==> src/rtl/mono_pair_pkg.sv <==
package mono_pair_pkg;
  localparam int SYM_W  = 10;
  localparam int PAIR_W = 2 * SYM_W;

  typedef logic [SYM_W-1:0] sym_t;

  // even slot: imbalance -8, odd slot: +8
  localparam sym_t SYM_EVEN_BLACK = 10'h100;
  localparam sym_t SYM_EVEN_WHITE = 10'h200;
  localparam sym_t SYM_ODD_BLACK  = 10'h1FF;
  localparam sym_t SYM_ODD_WHITE  = 10'h2FF;
endpackage

==> src/rtl/mono_bit_order.sv <==
module mono_bit_order #(
  parameter int WORD_W  = 32,
  parameter bit BIT_REV = 1'b0
) (
  input  logic [WORD_W-1:0] word_i,
  output logic [WORD_W-1:0] word_o
);
  // word_o[0] is always the first pixel
  generate
    if (BIT_REV) begin : g_rev
      for (genvar i = 0; i < WORD_W; i++) begin : g_bit
        assign word_o[i] = word_i[WORD_W-1-i];
      end
    end else begin : g_fwd
      assign word_o = word_i;
    end
  endgenerate
endmodule

==> src/rtl/mono_pair_map.sv <==
module mono_pair_map
  import mono_pair_pkg::*;
(
  input  logic [1:0]        pix_i,
  output logic [PAIR_W-1:0] pair_o
);
  sym_t sym [2];

  generate
    for (genvar s = 0; s < 2; s++) begin : g_slot
      if (s == 0) begin : g_even
        assign sym[s] = pix_i[s] ? SYM_EVEN_WHITE : SYM_EVEN_BLACK;
      end else begin : g_odd
        assign sym[s] = pix_i[s] ? SYM_ODD_WHITE : SYM_ODD_BLACK;
      end
      assign pair_o[s*SYM_W +: SYM_W] = sym[s];
    end
  endgenerate
endmodule

==> src/rtl/mono_word_seq.sv <==
module mono_word_seq #(
  parameter int WORD_W = 32
) (
  input  logic              clk_i,
  input  logic              rst_ni,
  input  logic              load_i,
  input  logic [WORD_W-1:0] word_i,
  input  logic              take_i,
  output logic              full_o,
  output logic [1:0]        pix_o
);
  localparam int PAIRS = WORD_W / 2;
  localparam int CNT_W = (PAIRS > 1) ? $clog2(PAIRS) : 1;
  localparam logic [CNT_W-1:0] LAST_IDX = CNT_W'(PAIRS - 1);

  logic [WORD_W-1:0] buf_q;
  logic [CNT_W-1:0]  cnt_q;
  logic              full_q;

  always_ff @(posedge clk_i or negedge rst_ni) begin
    if (!rst_ni) begin
      buf_q  <= '0;
      cnt_q  <= '0;
      full_q <= 1'b0;
    end else if (load_i && !full_q) begin
      buf_q  <= word_i;
      cnt_q  <= '0;
      full_q <= 1'b1;
    end else if (take_i && full_q) begin
      buf_q <= buf_q >> 2;
      if (cnt_q == LAST_IDX) begin
        full_q <= 1'b0;
        cnt_q  <= '0;
      end else begin
        cnt_q <= cnt_q + 1'b1;
      end
    end
  end

  assign full_o = full_q;
  assign pix_o  = buf_q[1:0];
endmodule

==> src/rtl/mono_pair_encoder.sv <==
module mono_pair_encoder
  import mono_pair_pkg::*;
#(
  parameter int WORD_W  = 32,
  parameter bit BIT_REV = 1'b0
) (
  input  logic              clk_i,
  input  logic              rst_ni,
  input  logic              in_valid_i,
  output logic              in_ready_o,
  input  logic [WORD_W-1:0] in_data_i,
  output logic              out_valid_o,
  input  logic              out_ready_i,
  output logic [PAIR_W-1:0] out_data_o
);
  logic [WORD_W-1:0] ordered;
  logic              full;
  logic [1:0]        pix;

  mono_bit_order #(.WORD_W(WORD_W), .BIT_REV(BIT_REV)) u_order (
    .word_i (in_data_i),
    .word_o (ordered)
  );

  mono_word_seq #(.WORD_W(WORD_W)) u_seq (
    .clk_i  (clk_i),
    .rst_ni (rst_ni),
    .load_i (in_valid_i),
    .word_i (ordered),
    .take_i (out_ready_i),
    .full_o (full),
    .pix_o  (pix)
  );

  mono_pair_map u_map (
    .pix_i  (pix),
    .pair_o (out_data_o)
  );

  assign in_ready_o  = !full;
  assign out_valid_o = full;
endmodule

==> config.mk <==
export PLATFORM = sky130hd
export DESIGN_NAME = mono_pair_encoder
export DESIGN_NICKNAME = d
export VERILOG_FILES = /design/src/rtl/mono_pair_pkg.sv /design/src/rtl/mono_bit_order.sv /design/src/rtl/mono_pair_map.sv /design/src/rtl/mono_word_seq.sv /design/src/rtl/mono_pair_encoder.sv
export SDC_FILE = /design/constraint.sdc
export NUM_CORES = 1
export LEC_CHECK = 0
export BUFFER_PORTS_ARGS = -buffer_cell sky130_fd_sc_hd__buf_2
export CAP_MARGIN = 20
export CORE_MARGIN = 2
export CORE_UTILIZATION = 45
export CTS_BUF_LIST = sky130_fd_sc_hd__clkbuf_2
export DETAILED_ROUTE_END_ITERATION = 10
export PLACE_DENSITY = 0.83
export SYNTH_ARGS = -nofsm -noshare
export SYNTH_HDL_FRONTEND = slang
export SYNTH_SLANG_ARGS = --single-unit
==> constraint.sdc <==
create_clock -name clk_i -period 1.8 [get_ports clk_i]
set_clock_uncertainty 0.2 [all_clocks]
set_input_delay 0.36 -clock clk_i [delete_from_list [all_inputs] [get_ports clk_i]]
set_output_delay 0.36 -clock clk_i [all_outputs]
set_load 0.01 [all_outputs]
==> reports/summary.txt <==
# setup viols final -> 0
metal3 WL -> 252 µm
global route overflow -> 0
initial antenna violation count -> 0
final hold vios -> 0
setup TNS -> 0 ns
Die Width -> 68.8 µm
average wire per standard cell -> 12.6 µm
largest area contributor in the netlist -> dfrtp_1
Area after DPL -> 0.00202 mm²
CTS tree -> built
Via density -> 4.83
Compound-Gate Fraction of Synth Area -> 0.138
post-synth top area share -> 0.489
Syn. warnings -> 0
Fmax -> 599 MHz
Worst Path Arrival -> 1.11 ns
RSZ-0062 raised after global routing -> false
Post-synth EDFFs -> 0
Initial Util -> 0.470
FF+latch count, synth -> 37
Commonest cells post-synth -> dfrtp_1 (37), mux2i_1 (26), nand2_1 (26), o21ai_0 (26), buf_4 (19)
crit path time final -> 1.67 ns
storage element area -> 927 µm²
Crit. End Element -> output pin
Async S/R FF share, synth -> 1.00
worst setup path category -> flop to output pin
post-synthesis mux area share -> 0.138
period utilization -> 0.927
register area share after synthesis -> 0.489
largest family of logic cells by synthesized area -> compound AO/OA/AOI/OAI gates
global-route wire length before repair -> 6070 µm
xor and xnor area share after synthesis -> 0.00463
top cells by area, synth -> dfrtp_1 (49%), mux2i_1 (14%), buf_4 (7.5%)
Synth Flop Type -> dfrtp_1
clock transition at the registers of the reported paths -> 0.18 ns
Crit Path Max Fanout -> 5
Place WS -> 0.201 ns
RePlAce Congestion -> 0.850
die height -> 68.8 µm
highest ir drop seen on vdd -> 0.609 mV
Die ar. -> 0.00474 mm²
H-tree depth -> 2
post-synthesis simple-gate area fraction -> 0.0919
Tot Pwr -> 2650 µW
hpwl dp -> 2320 µm
Power Dens Cells -> 1110 mW/mm²
vias after detailed routing -> 1,434
I/O Buffers -> 41
synth unique cells -> 31
CTS Buffer Depth -> 2
Iter 0 DRT Violations -> 55
CP required -> 1.24 ns
Top-Level Pins -> 58
WL met1 -> 1660 µm
Core Area -> 0.00403 mm²
ant diodes -> 0
routed wire length on met2 -> 1770 µm
Hold/Removal Path Class -> primary input to flop
CTS Buf Count -> 5
layout cells sized above 1 -> 0.223
Final Cell Area -> 0.00239 mm²
LEAKAGE -> 0.00120 µW
Antenna Nets Post-Route -> 0
Final WS setup -> 0.132 ns
final WL -> 3740 µm
synthesized area -> 0.00189 mm²
clk sinks -> 37
top sig layer -> met4
vias in the first global route -> 1,299
Synth Area per Inst -> 10.7 µm²
Post-CTS Setup Bufs -> 0
Root Driver -> clkbuf_2
Layout fillers -> 354
Residual DRC -> 0
Slew Limit Fails -> 0
TritonRoute pass-1 iters -> 4
row cnt -> 23
pin count of the biggest net entering global routing -> 56
Clk Latency, worst-skew pair -> 0.39 ns
GRT Overall Usage -> 0.178
run status -> completed
startpoint types -> flop
Layout area overhead -> 26.5%
MaxCap Viol Count -> 0
count leader, synth -> dfrtp_1
post-synthesis adder-cell area fraction -> 0.00661
Cells after Synth -> 177
area of the multi-input gates -> 785 µm²
Final #Nets -> 283
-- power breakdown --
| part | leakage, µW | switching (µW) | total [µW] | internal (µW) |
|---|---|---|---|---|
| clock network | 0.0000278 | 270 | 355 | 84.9 |
| logic | 0.000692 | 426 | 878 | 452 |
| registers | 0.000476 | 245 | 1410 | 1170 |
-- layout by cell type (no fill, tap or decap), types with 2 or more instances in the layout --
cell type,netlist,routed
a221o_1,4,4
a22o_1,2,2
and3_1,4,4
buf_2,3,41
buf_4,19,2
clkbuf_2,1,5
clkinv_1,0,2
conb_1,2,16
dfrtp_1,37,36
dlygate4sd3_1,0,33
inv_1,3,3
mux2i_1,26,26
nand2_1,26,26
nand3_1,3,3
o21ai_0,26,26
-- through the flow --
stage               hold slack (ns)   util  cells
finish                       0.0112  0.594    297
global route                 0.0132  0.594    297
CTS                         0.00457  0.594    297
detailed placement            0.226  0.502    256
global placement              0.226  0.502    256
floorplan                    -0.136      -    191
-- flip-flops by register name, summed over array words and instances (netlist names) --
register,cells
u_seq.full_o,1
u_seq.cnt_q,4
u_seq.buf_q,32
-- layer usage --
| metal | GRT usage | vias up |
|---|---|---|
| met2 | 0.280 | 48 |
| met4 | 0.0809 | 0 |
| met5 | 0 | - |
| li1 | - | 714 |
| met1 | 0.234 | 667 |
| met3 | 0.0406 | 5 |
-- worst max-delay path, cell delays in order, from the launching register on --
cell	delay (ns)
dfrtp_2	0.50
inv_1	0.09
buf_2	0.13
-- worst paths after layout --
| kind | slack (ns) | depth (start not counted) | start | endpoint |
|---|---|---|---|---|
| max | 0.13 | 2 | u_seq.full_o | in_ready_o |
| min | 0.01 | 3 | in_valid_i | u_seq.full_o |
| max reg2reg | 0.26 | 3 | u_seq.full_o | u_seq.buf_q[9] |
| min reg2reg | 0.34 | 1 | u_seq.buf_q[31] | u_seq.buf_q[31] |
| max in group asynchronous | 0.76 | 3 | rst_ni | u_seq.full_o |
| min in group asynchronous | 0.30 | 3 | rst_ni | u_seq.buf_q[16] |
-- cell type report --
| cell class | instances | area share |
|---|---|---|
| clock buffer | 5 | 0.0105 |
| timing repair buffer | 77 | 0.238 |
| inverter | 3 | 0.00470 |
| tap | 50 | 0.0261 |
| multi-input combinational | 122 | 0.328 |
| clock inverter | 3 | 0.00523 |
| sequential | 37 | 0.387 |
-- what timing repair did --
action	4_1_cts	5_1_grt
endpoints found under the setup margin	0	1
hold buffers	33	0
endpoints found under the hold margin	69	0
gates resized for setup	0	1
-- logic make-up after synthesis --
family          after synthesis
compound gates               40
simple gates                 38
flops                        37
buf+inv                      32
mux                          26
other cells                   2
fa+ha+maj                     1
xor+xnor                      1
Note: power is estimated with default switching activity, not from simulation.
